## config.mk

```make
export PLATFORM = sky130hd
export DESIGN_NAME = prst_ctrl
export DESIGN_NICKNAME = d
export VERILOG_FILES = /design/src/rtl/prst_pkg.sv /design/src/rtl/prst_wr_dec.sv /design/src/rtl/prst_indiv_dec.sv /design/src/rtl/prst_field.sv /design/src/rtl/prst_ctrl.sv
export SDC_FILE = /design/constraint.sdc
export NUM_CORES = 1
export LEC_CHECK = 0
export CAP_MARGIN = 5
export CELL_PAD_IN_SITES_DETAIL_PLACEMENT = 0
export CELL_PAD_IN_SITES_GLOBAL_PLACEMENT = 2
export CORE_ASPECT_RATIO = 0.75
export CORE_MARGIN = 2
export CORE_UTILIZATION = 30
export DETAILED_ROUTE_END_ITERATION = 12
export DONT_BUFFER_PORTS = 1
export PLACE_DENSITY_LB_ADDON = 0.05
export SYNTH_ARGS = -nofsm -noshare
export SYNTH_HDL_FRONTEND = slang
export SYNTH_SLANG_ARGS = --single-unit
export TNS_END_PERCENT = 50
```

## constraint.sdc

```tcl
create_clock -name clk_i -period 2.3 [get_ports clk_i]
set_input_delay 0.115 -clock clk_i [delete_from_list [all_inputs] [get_ports clk_i]]
set_output_delay 0.115 -clock clk_i [all_outputs]
set_load 0.02 [all_outputs]
```

## src/rtl/prst_pkg.sv

```systemverilog
package prst_pkg;
  typedef enum logic [3:0] {
    SEL_BUS    = 4'd0,
    SEL_PB_CTL = 4'd1,
    SEL_PB_DIR = 4'd2,
    SEL_PB_DAT = 4'd3,
    SEL_PC_CTL = 4'd4,
    SEL_PC_DIR = 4'd5,
    SEL_PC_DAT = 4'd6,
    SEL_H_CTL  = 4'd7,
    SEL_H_STS  = 4'd8,
    SEL_H_ICTL = 4'd9,
    SEL_H_CMD  = 4'd10,
    SEL_H_ISR  = 4'd11,
    SEL_H_IVEC = 4'd12
  } reg_sel_e;

  localparam int N_REG = 13;
  localparam int SEL_W = 4;

  // cause mask bit order = rank: hw, sw, stop, individual
  typedef logic [3:0] cause_mask_t;
  localparam cause_mask_t AFF_NONE  = 4'b0000;
  localparam cause_mask_t AFF_HW    = 4'b0001;
  localparam cause_mask_t AFF_HW_SW = 4'b0011;
  localparam cause_mask_t AFF_ALL   = 4'b1111;
endpackage

```

## src/rtl/prst_wr_dec.sv

```systemverilog
module prst_wr_dec #(
  parameter int N_REG = 13,
  parameter int SEL_W = 4
) (
  input  logic             wr_en_i,
  input  logic [SEL_W-1:0] wr_sel_i,
  output logic [N_REG-1:0] we_o
);
  for (genvar i = 0; i < N_REG; i++) begin : g_we
    assign we_o[i] = wr_en_i && (wr_sel_i == SEL_W'(i));
  end
endmodule

```

## src/rtl/prst_indiv_dec.sv

```systemverilog
module prst_indiv_dec #(
  parameter int PC_W     = 9,
  parameter int SCI_BITS = 3
) (
  input  logic            pb_ctl_i,
  input  logic [PC_W-1:0] pc_ctl_i,
  output logic            host_irst_o,
  output logic            sci_irst_o,
  output logic            ssi_irst_o
);
  localparam int SSI_LO = SCI_BITS;
  localparam int SSI_HI = PC_W - 1;

  assign host_irst_o = ~pb_ctl_i;
  assign sci_irst_o  = ~|pc_ctl_i[SCI_BITS-1:0];
  assign ssi_irst_o  = ~|pc_ctl_i[SSI_HI:SSI_LO];
endmodule

```

## src/rtl/prst_field.sv

```systemverilog
module prst_field #(
  parameter int          W       = 8,
  parameter logic [W-1:0] RST_VAL = '0,
  parameter logic [3:0]  AFF     = 4'b0000
) (
  input  logic         clk_i,
  input  logic         rst_ni,
  input  logic [3:0]   act_i,
  input  logic         we_i,
  input  logic [W-1:0] wd_i,
  output logic [W-1:0] q_o
);
  logic [3:0] hit_vec;
  logic       hit;

  // every affecting cause shares one reset value, so rank resolves to "any"
  assign hit_vec = act_i & AFF;
  assign hit     = |hit_vec;

  always_ff @(posedge clk_i or negedge rst_ni) begin
    if (!rst_ni)   q_o <= RST_VAL;
    else if (hit)  q_o <= RST_VAL;
    else if (we_i) q_o <= wd_i;
  end
endmodule

```

## src/rtl/prst_ctrl.sv

```systemverilog
module prst_ctrl
  import prst_pkg::*;
#(
  parameter int DATA_W   = 16,
  parameter int PB_W     = 15,
  parameter int PC_W     = 9,
  parameter int SCI_BITS = 3,
  parameter int HV_W     = 5,
  parameter int IVEC_W   = 8
) (
  input  logic              clk_i,
  input  logic              rst_ni,
  input  logic              hw_rst_i,
  input  logic              sw_rst_i,
  input  logic              stop_rst_i,
  input  logic              wr_en_i,
  input  logic [3:0]        wr_sel_i,
  input  logic [DATA_W-1:0] wr_data_i,
  output logic [DATA_W-1:0] bus_ctl_o,
  output logic              pb_ctl_o,
  output logic [PB_W-1:0]   pb_dir_o,
  output logic [PB_W-1:0]   pb_dat_o,
  output logic [PC_W-1:0]   pc_ctl_o,
  output logic [PC_W-1:0]   pc_dir_o,
  output logic [PC_W-1:0]   pc_dat_o,
  output logic [4:0]        host_ctl_o,
  output logic [5:0]        host_sts_o,
  output logic [4:0]        host_ictl_o,
  output logic [HV_W:0]     host_cmd_o,
  output logic [3:0]        host_isr_o,
  output logic [IVEC_W-1:0] host_ivec_o,
  output logic              host_irst_o,
  output logic              sci_irst_o,
  output logic              ssi_irst_o
);
  localparam int HCTL_W  = 5;
  localparam int HSTS_W  = 6;
  localparam int HICTL_W = 5;
  localparam int HCMD_W  = HV_W + 1;
  localparam int HISR_W  = 4;

  localparam logic [HSTS_W-1:0] HSTS_RST = HSTS_W'(6'b000010);
  localparam logic [HCMD_W-1:0] HCMD_RST = HCMD_W'(6'h12);
  localparam logic [HISR_W-1:0] HISR_RST = HISR_W'(4'b0110);
  localparam logic [IVEC_W-1:0] IVEC_RST = IVEC_W'(8'h0F);

  logic [N_REG-1:0] we;
  logic [3:0]       act_port, act_host;

  prst_wr_dec #(.N_REG(N_REG), .SEL_W(SEL_W)) u_wr_dec (
    .wr_en_i (wr_en_i),
    .wr_sel_i(wr_sel_i),
    .we_o    (we)
  );

  prst_indiv_dec #(.PC_W(PC_W), .SCI_BITS(SCI_BITS)) u_indiv (
    .pb_ctl_i   (pb_ctl_o),
    .pc_ctl_i   (pc_ctl_o),
    .host_irst_o(host_irst_o),
    .sci_irst_o (sci_irst_o),
    .ssi_irst_o (ssi_irst_o)
  );

  assign act_port = {1'b0,        stop_rst_i, sw_rst_i, hw_rst_i};
  assign act_host = {host_irst_o, stop_rst_i, sw_rst_i, hw_rst_i};

  // port side
  prst_field #(.W(DATA_W), .RST_VAL('1), .AFF(AFF_HW)) u_bus (
    .clk_i, .rst_ni, .act_i(act_port), .we_i(we[SEL_BUS]),
    .wd_i(wr_data_i), .q_o(bus_ctl_o));

  prst_field #(.W(1), .RST_VAL(1'b0), .AFF(AFF_HW_SW)) u_pb_ctl (
    .clk_i, .rst_ni, .act_i(act_port), .we_i(we[SEL_PB_CTL]),
    .wd_i(wr_data_i[0]), .q_o(pb_ctl_o));

  prst_field #(.W(PB_W), .RST_VAL('0), .AFF(AFF_HW_SW)) u_pb_dir (
    .clk_i, .rst_ni, .act_i(act_port), .we_i(we[SEL_PB_DIR]),
    .wd_i(wr_data_i[PB_W-1:0]), .q_o(pb_dir_o));

  prst_field #(.W(PB_W), .RST_VAL('0), .AFF(AFF_NONE)) u_pb_dat (
    .clk_i, .rst_ni, .act_i(act_port), .we_i(we[SEL_PB_DAT]),
    .wd_i(wr_data_i[PB_W-1:0]), .q_o(pb_dat_o));

  prst_field #(.W(PC_W), .RST_VAL('0), .AFF(AFF_HW_SW)) u_pc_ctl (
    .clk_i, .rst_ni, .act_i(act_port), .we_i(we[SEL_PC_CTL]),
    .wd_i(wr_data_i[PC_W-1:0]), .q_o(pc_ctl_o));

  prst_field #(.W(PC_W), .RST_VAL('0), .AFF(AFF_HW_SW)) u_pc_dir (
    .clk_i, .rst_ni, .act_i(act_port), .we_i(we[SEL_PC_DIR]),
    .wd_i(wr_data_i[PC_W-1:0]), .q_o(pc_dir_o));

  prst_field #(.W(PC_W), .RST_VAL('0), .AFF(AFF_NONE)) u_pc_dat (
    .clk_i, .rst_ni, .act_i(act_port), .we_i(we[SEL_PC_DAT]),
    .wd_i(wr_data_i[PC_W-1:0]), .q_o(pc_dat_o));

  // host side
  prst_field #(.W(HCTL_W), .RST_VAL('0), .AFF(AFF_HW_SW)) u_h_ctl (
    .clk_i, .rst_ni, .act_i(act_host), .we_i(we[SEL_H_CTL]),
    .wd_i(wr_data_i[HCTL_W-1:0]), .q_o(host_ctl_o));

  prst_field #(.W(HSTS_W), .RST_VAL(HSTS_RST), .AFF(AFF_ALL)) u_h_sts (
    .clk_i, .rst_ni, .act_i(act_host), .we_i(we[SEL_H_STS]),
    .wd_i(wr_data_i[HSTS_W-1:0]), .q_o(host_sts_o));

  prst_field #(.W(HICTL_W), .RST_VAL('0), .AFF(AFF_ALL)) u_h_ictl (
    .clk_i, .rst_ni, .act_i(act_host), .we_i(we[SEL_H_ICTL]),
    .wd_i(wr_data_i[HICTL_W-1:0]), .q_o(host_ictl_o));

  prst_field #(.W(HCMD_W), .RST_VAL(HCMD_RST), .AFF(AFF_ALL)) u_h_cmd (
    .clk_i, .rst_ni, .act_i(act_host), .we_i(we[SEL_H_CMD]),
    .wd_i(wr_data_i[HCMD_W-1:0]), .q_o(host_cmd_o));

  prst_field #(.W(HISR_W), .RST_VAL(HISR_RST), .AFF(AFF_ALL)) u_h_isr (
    .clk_i, .rst_ni, .act_i(act_host), .we_i(we[SEL_H_ISR]),
    .wd_i(wr_data_i[HISR_W-1:0]), .q_o(host_isr_o));

  prst_field #(.W(IVEC_W), .RST_VAL(IVEC_RST), .AFF(AFF_HW_SW)) u_h_ivec (
    .clk_i, .rst_ni, .act_i(act_host), .we_i(we[SEL_H_IVEC]),
    .wd_i(wr_data_i[IVEC_W-1:0]), .q_o(host_ivec_o));
endmodule

```

==> flow_summary.yaml, run 1 <==
routing:
  drt-pass1-iter-count: 6
  avgViaCountPerCell: 4.94
  vias: 3135
  ant_nets: 0
  drtIter0Drc: 123
  wirelength_um: 14100
  remaining_drc_errors: 0
  wire_per_inst_um: 22.2
cells_and_area:
  fin_nets: 451
  mostFrequentLayoutCell: "dfrtp_1"
  drive_gt1_share_pct: 18.6
  antenna_cells: 0
  fin_area_um2: 5420
  area_delta_synth_final_pct: 17.5
  layout_common_cells: "dfrtp_1 (83), nand2_1 (58), mux2i_1 (51)"
clocking:
  cts.sinks: 108
  cts_resized: 0
  htree_levels: 3
  cts.path.max_buffers: 2
  cts_made_buffers: 9
  cts_hold_buffers: 29
  clock_latency_ps: 360
  cts_tree: "built"
  cts_root_buf: "clkbuf_16"
  path_clk_slew_ps: 80
  postCtsSetupBuffers: 0
timing:
  tns_ps: 0
  period_share_pct: 83.0
  slew_headroom_pct: 29.8
  whs_ps: -545
  finalClockSkew_ps: 6.42
  rsz0062_at_grt: "false"
  worst_pin_slew_ps: 1050
  slew_violations: 0
  fmax_mhz: 524
  finalHoldViolCount: 108
  layout_min_cycle_time_ps: 1910
  setup-violations-final: 0
setup_path:
  timing.rr.end: "u_h_isr.q_o[2]"
  criticalPathCategory: "in2reg"
  critPathCaptureType: "flip-flop"
  max_stage_delay_ps: 750
  startpoint_type: "primary input"
  worstPathRequired_ps: 2600
  reg2reg_slack_ps: 530
  slowest_stage: "dlygate4sd3_1"
  crit_fanout: 5
  cp_common_cell: "dlygate4sd3_1"
  reg2reg_from: "u_pb_ctl.q_o"
  crit_chain: "dlygate4sd3_1, nand3_1, dlygate4sd3_1, nand3_1, dlygate4sd3_1"
  arrival_ps: 2210
  ff2ff_path_depth: 3
logic_synthesis:
  syn_area_per_cell_um2: 11.5
  yosys_warnings: 0
  ys_async_sr_fraction_pct: 100
  netlist.area_leader.share_pct: 45.0
  synth_edf_count: 0
  ys.flop_type: "dfrtp_1"
  ys_seq_area_share_pct: 59.2
  yosysTopAreaCell: "dfrtp_1"
  synthesis.instances: 403
  synth.area.top_cells: "dfrtp_1 (45%), dfstp_2 (14%), mux2i_1 (11%), mux2_2 (5.9%), nand2_1 (4.7%)"
  syn-num-nets: 429
  mappedNetlistArea_um2: 4610
  yosysUniqueCellTypes: 34
  ys_seq_elements: 108
floorplanning:
  row_count: 39
  die_area_um2: 16400
  initial_core_util_pct: 30.5
  io_pins: 137
  die_x_um: 147
  core_area_um2: 15100
  chipHeight_um: 111
global_routing:
  globalRoute.totalOverflow: 0
  grt_pass1_wl_um: 21800
  antenna_found_initial: 0
  gr-usage-all-layers_pct: 17.8
  grt_max_degree: 109
  grt_pass1_vias: 3450
place:
  dp_hpwl_um: 9110
  place.gp.congestion: 0.730
  place_area_um2: 4820
  port_buffers: 0
run_status:
  outcome: "complete, but fails checks"
  violations: "hold timing"
pwr:
  vdd_drop_max_uv: 312
  powerDensity_nw_per_um2: 759
  p_leak_nw: 2.26
job:
  maxCapViolations: 0
worst_hold_path:
  hp-class: "in2async"
[sequential cells by signal, indices dropped and copies added (netlist names)]
name and flops:
u_pb_dir.q_o 15, u_h_ivec.q_o 8, u_h_ictl.q_o 5, u_h_ctl.q_o 5
u_pc_dir.q_o 9, u_pc_dat.q_o 9, u_h_sts.q_o 6, u_h_cmd.q_o 6
u_pb_ctl.q_o 1, u_bus.q_o 16, u_pc_ctl.q_o 9, u_h_isr.q_o 4
u_pb_dat.q_o 15
[through the flow]
stage	util (%)	power (W)	worst slack (ps)	instances
2_1_floorplan	-	0.00241	681	403
3_3_place_gp	31.9	0.00246	574	590
3_5_place_dp	31.9	0.00246	542	590
4_1_cts	35.8	0.00418	445	635
5_1_grt	35.8	0.00429	346	635
6_report	35.8	0.00411	390	635
[how the worst max path moves through the flow]
stage	slack, ps	end	depth (start not counted)	startpoint
final	390	u_h_ivec.q_o[3]	5	wr_data_i[3]
after CTS	440	u_h_ivec.q_o[1]	5	wr_data_i[1]
after global routing	350	u_h_ivec.q_o[1]	5	wr_data_i[1]
after detailed placement	540	u_h_isr.q_o[2]	3	u_pb_ctl.q_o
after floorplan	680	u_h_isr.q_o[2]	4	u_pb_ctl.q_o
after global placement	570	u_h_isr.q_o[2]	3	u_pb_ctl.q_o
[cell usage after synthesis (2+ instances only)]
cell type  instances
o21ai_1            9
clkbuf_1          16
nand3_1           13
nand2b_1           2
mux2i_1           51
nor2_1            39
mux2_2            24
buf_6              2
nor2b_1            2
dfstp_2           25
o211ai_1          25
nand3b_1           2
buf_2              6
a21oi_1            3
dfrtp_1           83
o21ai_0           21
nor2_2             3
nand2_1           58
inv_1              2
and3b_1            2
nor3_1             2
[metal layers]
layer  global-route usage, %  routed length, um  vias up
li1                        -                  -     1457
met3                    7.58               1120       11
met2                    25.1               5980       86
met5                       0                  0        -
met1                    25.2               6850     1581
met4                    4.74                166        0
[cells by family (layout without fill, tap and decap cells)]
kind of cell    Yosys count  count (layout)  share of synthesized area (%)
compound gates           60              60                           7.97
mux                      75              75                           16.9
simple gates            132             132                           13.0
buf+inv                  28              55                           2.85
flops                   108             108                           59.2
[final cells by class]
class / count / area [um2]
Fill cell: 1545 / 9710
Sequential cell: 108 / 2730
Multi-Input combinational cell: 267 / 1760
Timing Repair Buffer: 37 / 350
Tap cell: 205 / 256
Clock buffer: 11 / 253
Clock inverter: 5 / 57.6
Inverter: 2 / 7.51
[worst max-delay path: cells and delay by family]
family,cells,cell delay (ps)
AND/OR/NAND/NOR,2,200
buffers and inverters,3,1900
[report_power, final]
part | internal [W] | switching, W | leakage (nW)
registers | 0.00201 | 0.000216 | 1.38
clock network | 0.000907 | 0.000723 | 0.156
logic | 0.000127 | 0.000130 | 0.725
total | 0.00304 | 0.00107 | 2.26
Note: power is estimated with default switching activity, not from simulation.
==> inputs of run 2 (changes only) <==
ABC_AREA = 1   (was default)
clock period = 1.9 ns   (was 2.3 ns; I/O delays follow)
==> run 2 against run 1 <==
  * The flow still finishes with violations (hold timing)
  * First-iteration DRC count rose by 43%
  * Clock power rose by 26%
  * Synthesized area fell by 1.8%
  * Sequential share of layout area rose by 1.6 points
  * Critical endpoint is now u_h_ivec.q_o[2]
  * Largest cell class unchanged
  * Largest power group unchanged
==> flow_summary.yaml, run 2 <==
clocking:
  cts.sinks: 108
  cts_resized: 0
  postCtsSetupBuffers: 0
  cts_root_buf: "clkbuf_16"
  cts_tree: "built"
  clock_latency_ps: 350
  cts_hold_buffers: 20
  cts.path.max_buffers: 2
  path_clk_slew_ps: 70
  htree_levels: 3
  cts_made_buffers: 9
logic_synthesis:
  ys.flop_type: "dfrtp_1"
  syn-num-nets: 535
  yosysTopAreaCell: "dfrtp_1"
  ys_async_sr_fraction_pct: 100
  synth_edf_count: 0
  synthesis.instances: 509
  ys_seq_area_share_pct: 60.3
  netlist.area_leader.share_pct: 45.8
  yosys_warnings: 0
  yosysUniqueCellTypes: 21
  synth.area.top_cells: "dfrtp_1 (46%), dfstp_2 (14%), nand2_1 (13%), nand3_1 (12%), o21ai_1 (4.3%)"
  mappedNetlistArea_um2: 4530
  synth_most_common_cell: "nand2_1"
  synth_commonest_cells: "nand2_1 (161), nand3_1 (113), dfrtp_1 (83), o21ai_1 (39), dfstp_2 (25)"
  ys_seq_elements: 108
  syn_area_per_cell_um2: 8.91
pwr:
  p_comb_share_pct: 6.4
  powerDensity_nw_per_um2: 979
  p_int_w: 0.00377
  seqPwrFrac_pct: 53.4
  p_leak_nw: 2.55
  vdd_drop_max_uv: 415
  sw_frac_of_total_pct: 26.7
  pwr-share-clk_pct: 40.1
  power_switching_w: 0.00137
place:
  preCtsSetupSlack_ps: 562
  port_buffers: 0
  dp.cells: 691
  place.gp.congestion: 0.740
  dp_hpwl_um: 9490
global_routing:
  grt_pass1_vias: 3517
  globalRoute.totalOverflow: 0
  grt_pass1_wl_um: 22200
  antenna_found_initial: 0
  grt_max_degree: 109
  gr-usage-all-layers_pct: 18.3
timing:
  finalHoldViolCount: 108
  tns_ps: 0
  setup-violations-final: 0
  setup_slack_ps: 354
  whs_ps: -567
  slew_violations: 0
  rsz0062_at_grt: "false"
  fmax_mhz: 647
  finalClockSkew_ps: 0.768
  worst_pin_slew_ps: 613
  slew_headroom_pct: 58.8
  period_share_pct: 81.3
  layout_min_cycle_time_ps: 1550
routing:
  drtIter0Drc: 176
  vias: 3488
  avgViaCountPerCell: 4.80
  wire_per_inst_um: 19.4
  wirelength_um: 14100
  ant_nets: 0
  drt-pass1-iter-count: 5
  remaining_drc_errors: 0
run_status:
  outcome: "complete, but fails checks"
  violations: "hold timing"
floorplanning:
  die_x_um: 146
  io_pins: 137
  die_area_um2: 16100
  initial_core_util_pct: 31.1
  row_count: 38
  core_area_um2: 14600
  chipHeight_um: 110
setup_path:
  worstPathRequired_ps: 2200
  reg2reg_slack_ps: 640
  startpoint_type: "primary input"
  critPathCaptureType: "flip-flop"
  arrival_ps: 1840
  criticalPathCategory: "in2reg"
  crit_fanout: 13
worst_hold_path:
  hp-class: "in2async"
cells_and_area:
  largest-register: "u_bus.q_o"
  final_cell_count_no_fill: 727
  antenna_cells: 0
  largest_reg_flops: 16
  drive_gt1_share_pct: 13.3
  layout_common_cells: "nand2_1 (161), nand3_1 (113), dfrtp_1 (83)"
  area_delta_synth_final_pct: 15.9
  reg_top3: "u_bus.q_o: 16 flops, u_pb_dat.q_o: 15 flops, u_pb_dir.q_o: 15 flops"
  mostFrequentLayoutCell: "nand2_1"
  fin_nets: 548
job:
  maxCapViolations: 0
==> run 2: kinds of logic (layout without fill, tap and decap cells) <==
logic type             Yosys count  count (layout)  synth area share (%)
flip-flops                     108             108                  60.3
AO/OA/AOI/OAI                   48              48                  5.35
buffers and inverters           50              68                  4.89
AND/OR/NAND/NOR                303             303                  29.5
==> run 2: metal layers <==
metal | wire (um) | track usage [%]
met1 | 6510 | 24.8
met2 | 6100 | 26.5
met5 | 0 | 0
met3 | 1320 | 7.89
met4 | 191 | 5.29
==> run 2: power by group through the flow <==
stage / Combinational, W / Sequential (W) / Clock (W)
2_1_floorplan: 0.000222 / 0.00274 / 0
5_1_grt: 0.000382 / 0.00277 / 0.00224
6_report: 0.000331 / 0.00275 / 0.00206
3_3_place_gp: 0.000274 / 0.00280 / 0
3_5_place_dp: 0.000279 / 0.00280 / 0
4_1_cts: 0.000336 / 0.00276 / 0.00216
==> run 2: stage by stage <==
step	area, um2	total power [W]	util (%)
final	5250	0.00514	36.0
after global routing	5250	0.00539	36.0
after CTS	5250	0.00525	36.0
after detailed placement	4730	0.00308	32.4
after global placement	4730	0.00307	32.4
after floorplan	4530	0.00297	-
==> run 2: area by class of cell <==
type | count | area (um2)
multi-input cells | 351 | 1590
flip-flops and latches | 108 | 2730
repair buffers | 26 | 258
inverters | 26 | 97.6
clock inverters | 6 | 86.3
fillers | 1544 | 9340
well taps | 200 | 250
clock buffers | 10 | 239
==> run 2: critical path: stages <==
cell           delay (ps)
dlygate4sd3_1         550
nor2_2                290
nand3_1               490
nand2_1               270
nand2_1                90
nand2_1                60
==> run 2: final timing paths <==
kind,startpoint,to,depth (start not counted)
min in group clk_i,wr_data_i[4],u_pb_dat.q_o[4],2
max in group asynchronous,rst_ni,u_h_ivec.q_o[2],0
min reg2reg,u_bus.q_o[4],u_bus.q_o[4],2
max,wr_sel_i[1],u_h_ivec.q_o[2],6
min,rst_ni,u_h_cmd.q_o[0],0
max reg2reg,u_pb_ctl.q_o,u_h_cmd.q_o[1],6
==> inputs of run 3 (changes only) <==
clock period = 1.35 ns   (was 1.9 ns; I/O delays follow)
==> run 3 against run 2 <==
  * The run still ends with hold timing left
  * Routed wire length rose by 0.26%
  * Final cell count rose by 1.1%
  * Via count rose by 0.40%
  * Critical path type is now reg2out
==> flow_summary.yaml, run 3 (synthesized netlist as in run 2, its figures left out) <==
run_status:
  outcome: "complete, but fails checks"
  violations: "hold timing"
global_routing:
  grt_pass1_wl_um: 21900
  antenna_found_initial: 0
  globalRoute.totalOverflow: 0
  gr-usage-all-layers_pct: 17.9
  grt_max_degree: 109
  grt_pass1_vias: 3451
pwr:
  p_leak_nw: 2.61
  powerDensity_nw_per_um2: 1390
  total_power_w: 0.00744
  vdd_drop_max_uv: 454
cells_and_area:
  reg_top3: "u_bus.q_o: 16 flops, u_pb_dat.q_o: 15 flops, u_pb_dir.q_o: 15 flops"
  largest_reg_flops: 16
  area_delta_synth_final_pct: 18.2
  multi_input_comb_area_um2: 1600
  seqCellArea_um2: 2740
  final_core_util_pct: 36.7
  layout_common_cells: "nand2_1 (161), nand3_1 (113), dfrtp_1 (80)"
  largest-register: "u_bus.q_o"
  fillerInstances: 1548
  fin_nets: 556
  antenna_cells: 0
  mostFrequentLayoutCell: "nand2_1"
  drive_gt1_share_pct: 15.3
routing:
  wl_met1_um: 6640
  vias: 3502
  met2_length_um: 6060
  routed.top_layer: "met4"
  ant_nets: 0
  wirelength_um: 14200
  drt-pass1-iter-count: 4
  remaining_drc_errors: 0
  wire_per_inst_um: 19.3
  avgViaCountPerCell: 4.76
  drtIter0Drc: 230
  wl_met3_um: 1260
place:
  port_buffers: 0
  place.gp.congestion: 0.731
  preCtsSetupSlack_ps: 189
  dp_hpwl_um: 9680
setup_path:
  crit_fanout: 3
  slowest_stage: "dfrtp_2"
  crit_chain: "nor2_1, nand2_1, nor3_2, buf_4"
  startpoint_type: "flip-flop"
  critPathCaptureType: "output port"
  reg2reg_slack_ps: 170
  critPathTopFamily: "flip-flops"
  arrival_ps: 1250
  worstPathRequired_ps: 1280
  max_stage_delay_ps: 460
  path_buf_inv: 1
  criticalPathCategory: "reg2out"
clocking:
  postCtsSetupBuffers: 0
  cts_tree: "built"
  cts_made_buffers: 9
  cts_hold_buffers: 20
  cts.path.max_buffers: 2
  cts.sinks: 108
  cts_root_buf: "clkbuf_16"
  path_clk_slew_ps: 70
  htree_levels: 3
  clock_latency_ps: 350
timing:
  rsz0062_at_grt: "true"
  finalClockSkew_ps: 1.62
  slew_headroom_pct: 73.0
  whs_ps: -596
  period_share_pct: 97.7
  setup_slack_ps: 31.7
  setup-violations-final: 0
  fmax_mhz: 759
  worst_pin_slew_ps: 404
  tns_ps: 0
  layout_min_cycle_time_ps: 1320
  slew_violations: 0
  finalHoldViolCount: 108
floorplanning:
  io_pins: 137
  initial_core_util_pct: 31.1
  row_count: 38
  chipHeight_um: 110
  die_area_um2: 16100
  core_area_um2: 14600
  die_x_um: 146
job:
  maxCapViolations: 0
worst_hold_path:
  hp-class: "in2async"
[run 3: cell count changes in the layout (fill, tap and decap cells not counted), sizes merged]
cell,change
bufinv,+1
buf,+8
inv,-1
[run 3: worst paths after layout]
path,cells past startpoint,startpoint,endpoint
max,4,u_pc_ctl.q_o[7],ssi_irst_o
min reg2reg,2,u_bus.q_o[7],u_bus.q_o[7]
min in group clk_i,4,wr_sel_i[1],u_h_cmd.q_o[4]
max in group asynchronous,0,rst_ni,u_bus.q_o[14]
max reg2reg,5,u_pb_ctl.q_o,u_h_ictl.q_o[3]
min,0,rst_ni,u_h_sts.q_o[5]
[run 3: repair_timing]
item	4_1_cts	5_1_grt
hold endpoints to repair	179	108
endpoints found under the setup margin	1	18
resized for setup	4	2
pin swaps	2	0
[run 3: stage by stage]
| step | hold slack (ps) | area, um2 | std cells |
|---|---|---|---|
| after detailed placement | -226 | 4790 | 699 |
| after global routing | -618 | 5360 | 735 |
| after floorplan | -228 | 4530 | 509 |
| after CTS | -619 | 5350 | 735 |
| final | -596 | 5360 | 735 |
| after global placement | -225 | 4790 | 699 |
[run 3: power by group]
part / switching (W) / internal (W)
clock network: 0.00123 / 0.00186
logic: 0.000305 / 0.000173
registers: 0.000408 / 0.00346
[run 3: area by class of cell]
type                            instances  share of cell area, %
Clock inverter                          6                   2.08
Tap cell                              200                   4.67
Sequential cell                       108                   51.1
Inverter                               26                   1.82
Clock buffer                           10                   4.46
Timing Repair Buffer                   34                   5.93
Multi-Input combinational cell        351                   29.9
[run 3: routing by layer]
layer | vias up | track usage [%]
met5 | - | 0
met4 | 0 | 5.03
met3 | 17 | 7.52
met2 | 99 | 25.8
met1 | 1673 | 24.7
li1 | 1713 | -
